$ cat src/rtl/acq_pkg.sv
package acq_pkg;

  typedef enum logic [1:0] {
    ST_IDLE  = 2'd0,
    ST_ARMED = 2'd1,
    ST_DELAY = 2'd2,
    ST_ACQ   = 2'd3
  } acq_state_e;

  typedef struct packed {
    logic       trig_mode;
    logic [1:0] fmt;
  } acq_cfg_t;

  localparam logic [2:0] A_CTRL   = 3'd0;
  localparam logic [2:0] A_CFG    = 3'd1;
  localparam logic [2:0] A_WIDTH  = 3'd2;
  localparam logic [2:0] A_DELAY  = 3'd3;
  localparam logic [2:0] A_LEN    = 3'd4;
  localparam logic [2:0] A_STATUS = 3'd5;

  // results per word minus one
  function automatic logic [1:0] pack_m1(input logic [1:0] fmt);
    case (fmt)
      2'd1:    pack_m1 = 2'd1;
      2'd2:    pack_m1 = 2'd3;
      default: pack_m1 = 2'd0;
    endcase
  endfunction

endpackage

$ cat src/rtl/acq_trig_sync.sv
module acq_trig_sync #(
  parameter int STAGES = 2
) (
  input  logic clk,
  input  logic rst_n,
  input  logic async_i,
  output logic rise_o
);
  localparam int CHAIN = STAGES + 1;

  logic [CHAIN-1:0] chain_q;
  logic [CHAIN-1:0] chain_d;

  always_comb begin
    chain_d = {chain_q[CHAIN-2:0], async_i};
  end

  always_ff @(posedge clk or negedge rst_n) begin
    if (!rst_n) chain_q <= '0;
    else        chain_q <= chain_d;
  end

  assign rise_o = chain_q[CHAIN-2] & ~chain_q[CHAIN-1];
endmodule

$ cat src/rtl/acq_regs.sv
module acq_regs
  import acq_pkg::*;
#(
  parameter int DATA_W = 32,
  parameter int WIN_W  = 24,
  parameter int DLY_W  = 24,
  parameter int LEN_W  = 16
) (
  input  logic              clk,
  input  logic              rst_n,
  input  logic              bus_sel,
  input  logic              bus_wr,
  input  logic [2:0]        bus_addr,
  input  logic [DATA_W-1:0] bus_wdata,
  output logic [DATA_W-1:0] bus_rdata,
  input  acq_state_e        state_i,
  output logic              start_o,
  output logic              stop_o,
  output acq_cfg_t          cfg_o,
  output logic [WIN_W-1:0]  width_o,
  output logic [DLY_W-1:0]  delay_o,
  output logic [LEN_W-1:0]  len_o
);
  logic     wr_en;
  logic     cfg_en, width_en, delay_en, len_en;
  acq_cfg_t cfg_q;
  logic [WIN_W-1:0] width_q;
  logic [DLY_W-1:0] delay_q;
  logic [LEN_W-1:0] len_q;

  assign wr_en    = bus_sel & bus_wr;
  assign cfg_en   = wr_en & (bus_addr == A_CFG);
  assign width_en = wr_en & (bus_addr == A_WIDTH);
  assign delay_en = wr_en & (bus_addr == A_DELAY);
  assign len_en   = wr_en & (bus_addr == A_LEN);
  assign start_o  = wr_en & (bus_addr == A_CTRL) & bus_wdata[0];
  assign stop_o   = wr_en & (bus_addr == A_CTRL) & bus_wdata[1];

  always_ff @(posedge clk or negedge rst_n) begin
    if (!rst_n) begin
      cfg_q   <= '0;
      width_q <= '0;
      delay_q <= '0;
      len_q   <= '0;
    end else begin
      if (cfg_en)   cfg_q   <= acq_cfg_t'(bus_wdata[2:0]);
      if (width_en) width_q <= bus_wdata[WIN_W-1:0];
      if (delay_en) delay_q <= bus_wdata[DLY_W-1:0];
      if (len_en)   len_q   <= bus_wdata[LEN_W-1:0];
    end
  end

  always_comb begin
    bus_rdata = '0;
    if (bus_sel && !bus_wr) begin
      case (bus_addr)
        A_CFG:    bus_rdata[2:0]       = cfg_q;
        A_WIDTH:  bus_rdata[WIN_W-1:0] = width_q;
        A_DELAY:  bus_rdata[DLY_W-1:0] = delay_q;
        A_LEN:    bus_rdata[LEN_W-1:0] = len_q;
        A_STATUS: bus_rdata[1:0]       = state_i;
        default:  bus_rdata            = '0;
      endcase
    end
  end

  assign cfg_o   = cfg_q;
  assign width_o = width_q;
  assign delay_o = delay_q;
  assign len_o   = len_q;
endmodule

$ cat src/rtl/acq_seq.sv
module acq_seq
  import acq_pkg::*;
#(
  parameter int WIN_W = 24,
  parameter int DLY_W = 24,
  parameter int LEN_W = 16
) (
  input  logic             clk,
  input  logic             rst_n,
  input  logic             start_i,
  input  logic             stop_i,
  input  logic             trig_rise_i,
  input  acq_cfg_t         cfg_i,
  input  logic [WIN_W-1:0] width_i,
  input  logic [DLY_W-1:0] delay_i,
  input  logic [LEN_W-1:0] len_i,
  output acq_state_e       state_o,
  output logic             win_end_o,
  output logic [1:0]       fmt_o,
  output logic             pkt_irq_o
);
  localparam logic [WIN_W-1:0] WIN_ONE = {{(WIN_W-1){1'b0}}, 1'b1};
  localparam logic [DLY_W-1:0] DLY_ONE = {{(DLY_W-1){1'b0}}, 1'b1};
  localparam logic [LEN_W-1:0] LEN_ONE = {{(LEN_W-1){1'b0}}, 1'b1};

  acq_state_e       state_q, state_d;
  logic [WIN_W-1:0] wcnt_q, wcnt_d, width_m1;
  logic [DLY_W-1:0] dcnt_q, dcnt_d;
  logic [LEN_W-1:0] lcnt_q, lcnt_d;
  logic [1:0]       slot_q, slot_d, fmt_q, fmt_d;
  logic             mode_q, mode_d;
  logic             spend_q, spend_d;
  logic             irq_q, irq_d;
  logic             win_end, len_hit, finish, pkt_done, dly_hit;

  assign width_m1 = (width_i == '0) ? '0 : (width_i - WIN_ONE);
  assign win_end  = (state_q == ST_ACQ) && (wcnt_q >= width_m1);
  assign len_hit  = mode_q && (len_i != '0) && (lcnt_q == (len_i - LEN_ONE));
  assign finish   = win_end && (spend_q || stop_i || len_hit);
  assign pkt_done = win_end && ((slot_q == pack_m1(fmt_q)) || finish);
  assign dly_hit  = (dcnt_q + DLY_ONE) >= delay_i;

  always_comb begin
    state_d = state_q;
    wcnt_d  = wcnt_q;
    dcnt_d  = dcnt_q;
    lcnt_d  = lcnt_q;
    slot_d  = slot_q;
    fmt_d   = fmt_q;
    mode_d  = mode_q;
    spend_d = spend_q;
    irq_d   = pkt_done;
    case (state_q)
      ST_IDLE: begin
        wcnt_d  = '0;
        dcnt_d  = '0;
        lcnt_d  = '0;
        slot_d  = '0;
        spend_d = 1'b0;
        if (start_i) begin
          fmt_d   = cfg_i.fmt;
          mode_d  = cfg_i.trig_mode;
          state_d = cfg_i.trig_mode ? ST_ARMED : ST_ACQ;
        end
      end
      ST_ARMED: begin
        dcnt_d = '0;
        if (stop_i)           state_d = ST_IDLE;
        else if (trig_rise_i) state_d = (delay_i == '0) ? ST_ACQ : ST_DELAY;
      end
      ST_DELAY: begin
        dcnt_d = dcnt_q + DLY_ONE;
        if (stop_i)       state_d = ST_IDLE;
        else if (dly_hit) state_d = ST_ACQ;
      end
      ST_ACQ: begin
        if (stop_i) spend_d = 1'b1;
        if (win_end) begin
          wcnt_d = '0;
          lcnt_d = lcnt_q + LEN_ONE;
          slot_d = pkt_done ? 2'd0 : (slot_q + 2'd1);
          if (finish) state_d = ST_IDLE;
        end else begin
          wcnt_d = wcnt_q + WIN_ONE;
        end
      end
      default: state_d = ST_IDLE;
    endcase
  end

  always_ff @(posedge clk or negedge rst_n) begin
    if (!rst_n) begin
      state_q <= ST_IDLE;
      wcnt_q  <= '0;
      dcnt_q  <= '0;
      lcnt_q  <= '0;
      slot_q  <= '0;
      fmt_q   <= '0;
      mode_q  <= 1'b0;
      spend_q <= 1'b0;
      irq_q   <= 1'b0;
    end else begin
      state_q <= state_d;
      wcnt_q  <= wcnt_d;
      dcnt_q  <= dcnt_d;
      lcnt_q  <= lcnt_d;
      slot_q  <= slot_d;
      fmt_q   <= fmt_d;
      mode_q  <= mode_d;
      spend_q <= spend_d;
      irq_q   <= irq_d;
    end
  end

  assign state_o   = state_q;
  assign win_end_o = win_end;
  assign fmt_o     = fmt_q;
  assign pkt_irq_o = irq_q;
endmodule

$ cat src/rtl/acq_window_ctrl.sv
module acq_window_ctrl
  import acq_pkg::*;
#(
  parameter int DATA_W = 32,
  parameter int WIN_W  = 24,
  parameter int DLY_W  = 24,
  parameter int LEN_W  = 16,
  parameter int SYNC_N = 2
) (
  input  logic              clk,
  input  logic              rst_n,
  input  logic              bus_sel,
  input  logic              bus_wr,
  input  logic [2:0]        bus_addr,
  input  logic [DATA_W-1:0] bus_wdata,
  output logic [DATA_W-1:0] bus_rdata,
  input  logic              trig_in,
  output logic              win_end,
  output logic [1:0]        fmt_sel,
  output logic              pkt_irq
);
  logic [1:0]       rst_sync_q;
  logic             rst_int_n;
  logic             start_req, stop_req, trig_rise;
  acq_cfg_t         cfg;
  logic [WIN_W-1:0] width;
  logic [DLY_W-1:0] delay;
  logic [LEN_W-1:0] len;
  acq_state_e       seq_state;

  // asynchronous assertion, synchronous release
  always_ff @(posedge clk or negedge rst_n) begin
    if (!rst_n) rst_sync_q <= 2'b00;
    else        rst_sync_q <= {rst_sync_q[0], 1'b1};
  end
  assign rst_int_n = rst_sync_q[1];

  acq_regs #(.DATA_W(DATA_W), .WIN_W(WIN_W), .DLY_W(DLY_W), .LEN_W(LEN_W)) i_regs (
    .clk(clk), .rst_n(rst_int_n),
    .bus_sel(bus_sel), .bus_wr(bus_wr), .bus_addr(bus_addr),
    .bus_wdata(bus_wdata), .bus_rdata(bus_rdata),
    .state_i(seq_state), .start_o(start_req), .stop_o(stop_req),
    .cfg_o(cfg), .width_o(width), .delay_o(delay), .len_o(len)
  );

  acq_trig_sync #(.STAGES(SYNC_N)) i_trig (
    .clk(clk), .rst_n(rst_int_n), .async_i(trig_in), .rise_o(trig_rise)
  );

  acq_seq #(.WIN_W(WIN_W), .DLY_W(DLY_W), .LEN_W(LEN_W)) i_seq (
    .clk(clk), .rst_n(rst_int_n),
    .start_i(start_req), .stop_i(stop_req), .trig_rise_i(trig_rise),
    .cfg_i(cfg), .width_i(width), .delay_i(delay), .len_i(len),
    .state_o(seq_state), .win_end_o(win_end), .fmt_o(fmt_sel), .pkt_irq_o(pkt_irq)
  );
endmodule

$ cat config.mk
export PLATFORM = sky130hd
export DESIGN_NAME = acq_window_ctrl
export DESIGN_NICKNAME = d
export VERILOG_FILES = /design/src/rtl/acq_pkg.sv /design/src/rtl/acq_trig_sync.sv /design/src/rtl/acq_regs.sv /design/src/rtl/acq_seq.sv /design/src/rtl/acq_window_ctrl.sv
export SDC_FILE = /design/constraint.sdc
export NUM_CORES = 1
export LEC_CHECK = 0
export ABC_CLOCK_PERIOD_IN_PS = 6900
export BUFFER_PORTS_ARGS = -buffer_cell sky130_fd_sc_hd__buf_2
export CORE_ASPECT_RATIO = 1.75
export CORE_MARGIN = 2
export CORE_UTILIZATION = 65
export DETAILED_ROUTE_END_ITERATION = 16
export PLACE_DENSITY = 0.89
export SETUP_SLACK_MARGIN = 0.02
export SYNTH_ARGS = -nofsm -noshare
export SYNTH_HDL_FRONTEND = slang
export SYNTH_HIERARCHICAL = 1
export SYNTH_SLANG_ARGS = --single-unit
$ cat constraint.sdc
create_clock -name clk -period 6.9 [get_ports clk]
set_input_delay 1.38 -clock clk [delete_from_list [all_inputs] [get_ports clk]]
set_output_delay 1.38 -clock clk [all_outputs]
set_load 0.02 [all_outputs]
==> out/metrics.cfg <==
[run_status]
status=completed

[floorplanning]
start_util=0.661
rows=59
dieHeight_um=166
ios=76
die_width_um=96.8
die-area_um2=16100
fp.coreArea_um2=14800

[logic_synthesis]
syn_inst=1053
synth-edff-count=0
synthArstFlopShare=1.00
synth_top_family_by_area=simple AND/OR/NAND/NOR gates
synthMuxAreaShare=0.0970
syn-cell-area_um2=9800
yosysWarnings=6
synthAdderAreaFrac=0.0778
synthSimpleGateAreaFrac=0.216
synth_common_cells=145 x dfrtp_1, 112 x nand2_1, 80 x nor2_1
yosysTopAreaCell=dfrtp_1
avgSynthCellArea_um2=9.31
synth_compound_area_frac=0.133
synth_area_leaders=dfrtp_1 37%, mux2_2 8.3%, ha_1 7.8%, nand2_1 4.3%, xor2_1 3.4%
yosysTopAreaCellShare=0.370
synth_xor_area_frac=0.0607
synth_flop_cell=dfrtp_1
ys_seq_elements=145
yosysMostFrequentCell=dfrtp_1
yosysSeqAreaShare=0.370
synth_cell_type_count=70

[clocking]
clock_path_buffers=2
clk_latency_ps=440
root_buffer=clkbuf_16
clk_pin_slew_ps=70
cts_buffers=17
cts_resized=0
holdBufCountCts=0
cts.sinks=145
htree_levels=4
cts_setup_buffers=0
cts_tree=yes

[critical_path]
cp_cell_sequence=or4_4 > nor4_2 > nand3_1 > or3_1 > nor4_1 > xor2_1 > nand2_1 > ha_1 > nand4_1 > nor3_1 > nand3_1 > o211ai_2 > nand2_2 > clkinv_1 > buf_2
worst_path_largest_cell_delay_ps=570
crit_type=flop to output port
r2r_cells=16
crit_start=i_regs/width_o[8]
crit_path_start_kind=flop
cp_max_fo=9
r2r-end=i_seq/state_o[0]
cp.arrival_ps=4870
path_common_cell=nand3_1
critPathSlowestCell=or4_4
end_kind=output port
crit_path_end=win_end
rr_startpoint=i_regs/width_o[8]
worstPathRequired_ps=5520
r2r_slack_ps=1600

[sta]
worst_pin_slew_ps=1050
hold_viol_final=0
whs_ps=355
fin_ws_ps=650
rsz0062_at_grt=no
max_slew_margin=0.299
period_needed_ps=6250
setup_viol=0
setup_tns_ps=0
fmax_mhz=160
finClkSkew_ps=12.1
min_period_over_period=0.906
final_max_slew_viol_count=0

[pwr]
leakage_nw=4.98
power_density_nw_per_um2=287
ir_drop_mv=0.253

[global_route]
grt_pass1_wl_mm=41.4
grt_antenna_before_repair=0
grt_pass1_vias=8463
grt_usage=0.315
grt_overflow=0
grt_max_degree=75

[cells_and_area]
syn2layout_area_growth_pct=9.48
drive_above_1_share=0.181
nNetsFinal=1191
stdcell_count=1286
diodes=0

[detailed_routing]
wire_per_inst_um=19.8
wirelength_mm=25.5
vias=8457
ant_nets=0
drc=0
viasPerCell=6.58
drtIter0Drc=750
firstDrtPassIters=7

[placement]
port_buffers=59
gp_congestion=0.890
place_hpwl_mm=17.3
dp_cells=1254
dp_slack_ps=1320

[job]
maxCapViolCount=0

[min_path]
hp-class=flop to flop

==> state kept, by name (all words and copies together) (netlist names) <==
| name | cells |
|---|---|
| i_regs/cfg_o | 3 |
| i_regs/delay_o | 24 |
| i_regs/len_o | 16 |
| i_regs/width_o | 24 |
| i_seq/dcnt_q | 24 |
| i_seq/fmt_o | 2 |
| i_seq/lcnt_q | 16 |
| i_seq/mode_q | 1 |
| i_seq/pkt_irq_o | 1 |
| i_seq/slot_q | 2 |
| i_seq/spend_q | 1 |
| i_seq/state_o | 2 |
| i_seq/wcnt_q | 24 |
| i_trig/chain_q | 3 |
| rst_sync_q | 2 |
==> routing by layer <==
layer | vias to the layer above | GRT usage | routed length [um]
met5 | - | 0 | 0
met4 | 0 | 0.227 | 1790
met3 | 128 | 0.0487 | 1380
met2 | 404 | 0.537 | 12900
met1 | 4090 | 0.355 | 9420
li1 | 3835 | - | -
==> worst min path at each step <==
stage	from	to	depth (start not counted)
after floorplan	i_trig/chain_q[0]	i_trig/chain_q[1]	0
after global placement	i_trig/chain_q[0]	i_trig/chain_q[1]	0
after detailed placement	i_trig/chain_q[0]	i_trig/chain_q[1]	0
after CTS	i_trig/chain_q[0]	i_trig/chain_q[1]	0
after global routing	i_trig/chain_q[0]	i_trig/chain_q[1]	0
final	i_trig/chain_q[0]	i_trig/chain_q[1]	0
==> cells by family after synthesis <==
logic type / count (synthesis)
AO/OA/AOI/OAI: 199
other: 2
buffers and inverters: 95
multiplexers: 86
AND/OR/NAND/NOR: 397
adder cells (fa/ha/maj): 61
XOR/XNOR: 68
flip-flops: 145
==> worst max-delay path, delay by kind of cell, from the launching register on <==
kind | cells | cell delay, ps
xor gates and xnor gates | 1 | 220
AOI/OAI and AO/OA | 1 | 460
and+or+nand+nor | 10 | 2730
adders and majority gates | 1 | 300
buffers and inverters | 2 | 270
DFF | 1 | 450
==> final cells by class <==
| cell class | count | area [um^2] |
|---|---|---|
| clock buffer | 18 | 439 |
| clock inverter | 14 | 166 |
| fill | 964 | 4100 |
| inverter | 39 | 146 |
| multi-input combinational | 820 | 5770 |
| sequential | 145 | 3630 |
| tap | 183 | 229 |
| timing repair buffer | 67 | 355 |
==> metrics by stage <==
step | util | instance area [um^2] | total power [mW]
6_report | 0.723 | 10700 | 3.08
5_1_grt | 0.723 | 10700 | 3.21
4_1_cts | 0.723 | 10700 | 3.05
3_5_place_dp | 0.683 | 10100 | 2.08
3_3_place_gp | 0.683 | 10100 | 2.03
2_1_floorplan | - | 9830 | 1.82
==> cell usage in the layout (no fill, tap or decap), types with 4 or more instances in the layout <==
cell	n
xnor2_1	30
a31oi_1	5
nor4_1	11
a211oi_1	5
inv_1	38
nand2_1	112
nand4_1	23
nand3_1	30
xor2_1	38
nor2b_1	7
o21ai_0	66
buf_2	59
nand2b_1	10
buf_4	8
a21o_1	18
dfrtp_1	144
o31ai_1	11
nor3b_1	6
a221oi_1	4
mux2i_1	14
and3_1	26
ha_1	61
nor3_1	22
clkbuf_16	17
a21oi_1	40
a22o_1	20
mux2_2	72
inv_6	5
or3_1	8
nand3b_1	32
o211ai_1	5
nor2_1	80
or2_2	4
conb_1	9
==> where the power goes <==
part | internal (mW) | switching (mW) | leakage (nW)
clock network | 0.527 | 0.425 | 0.298
registers | 0.964 | 0.192 | 1.89
logic | 0.372 | 0.597 | 2.80
Power figures use the tool's default switching activity.
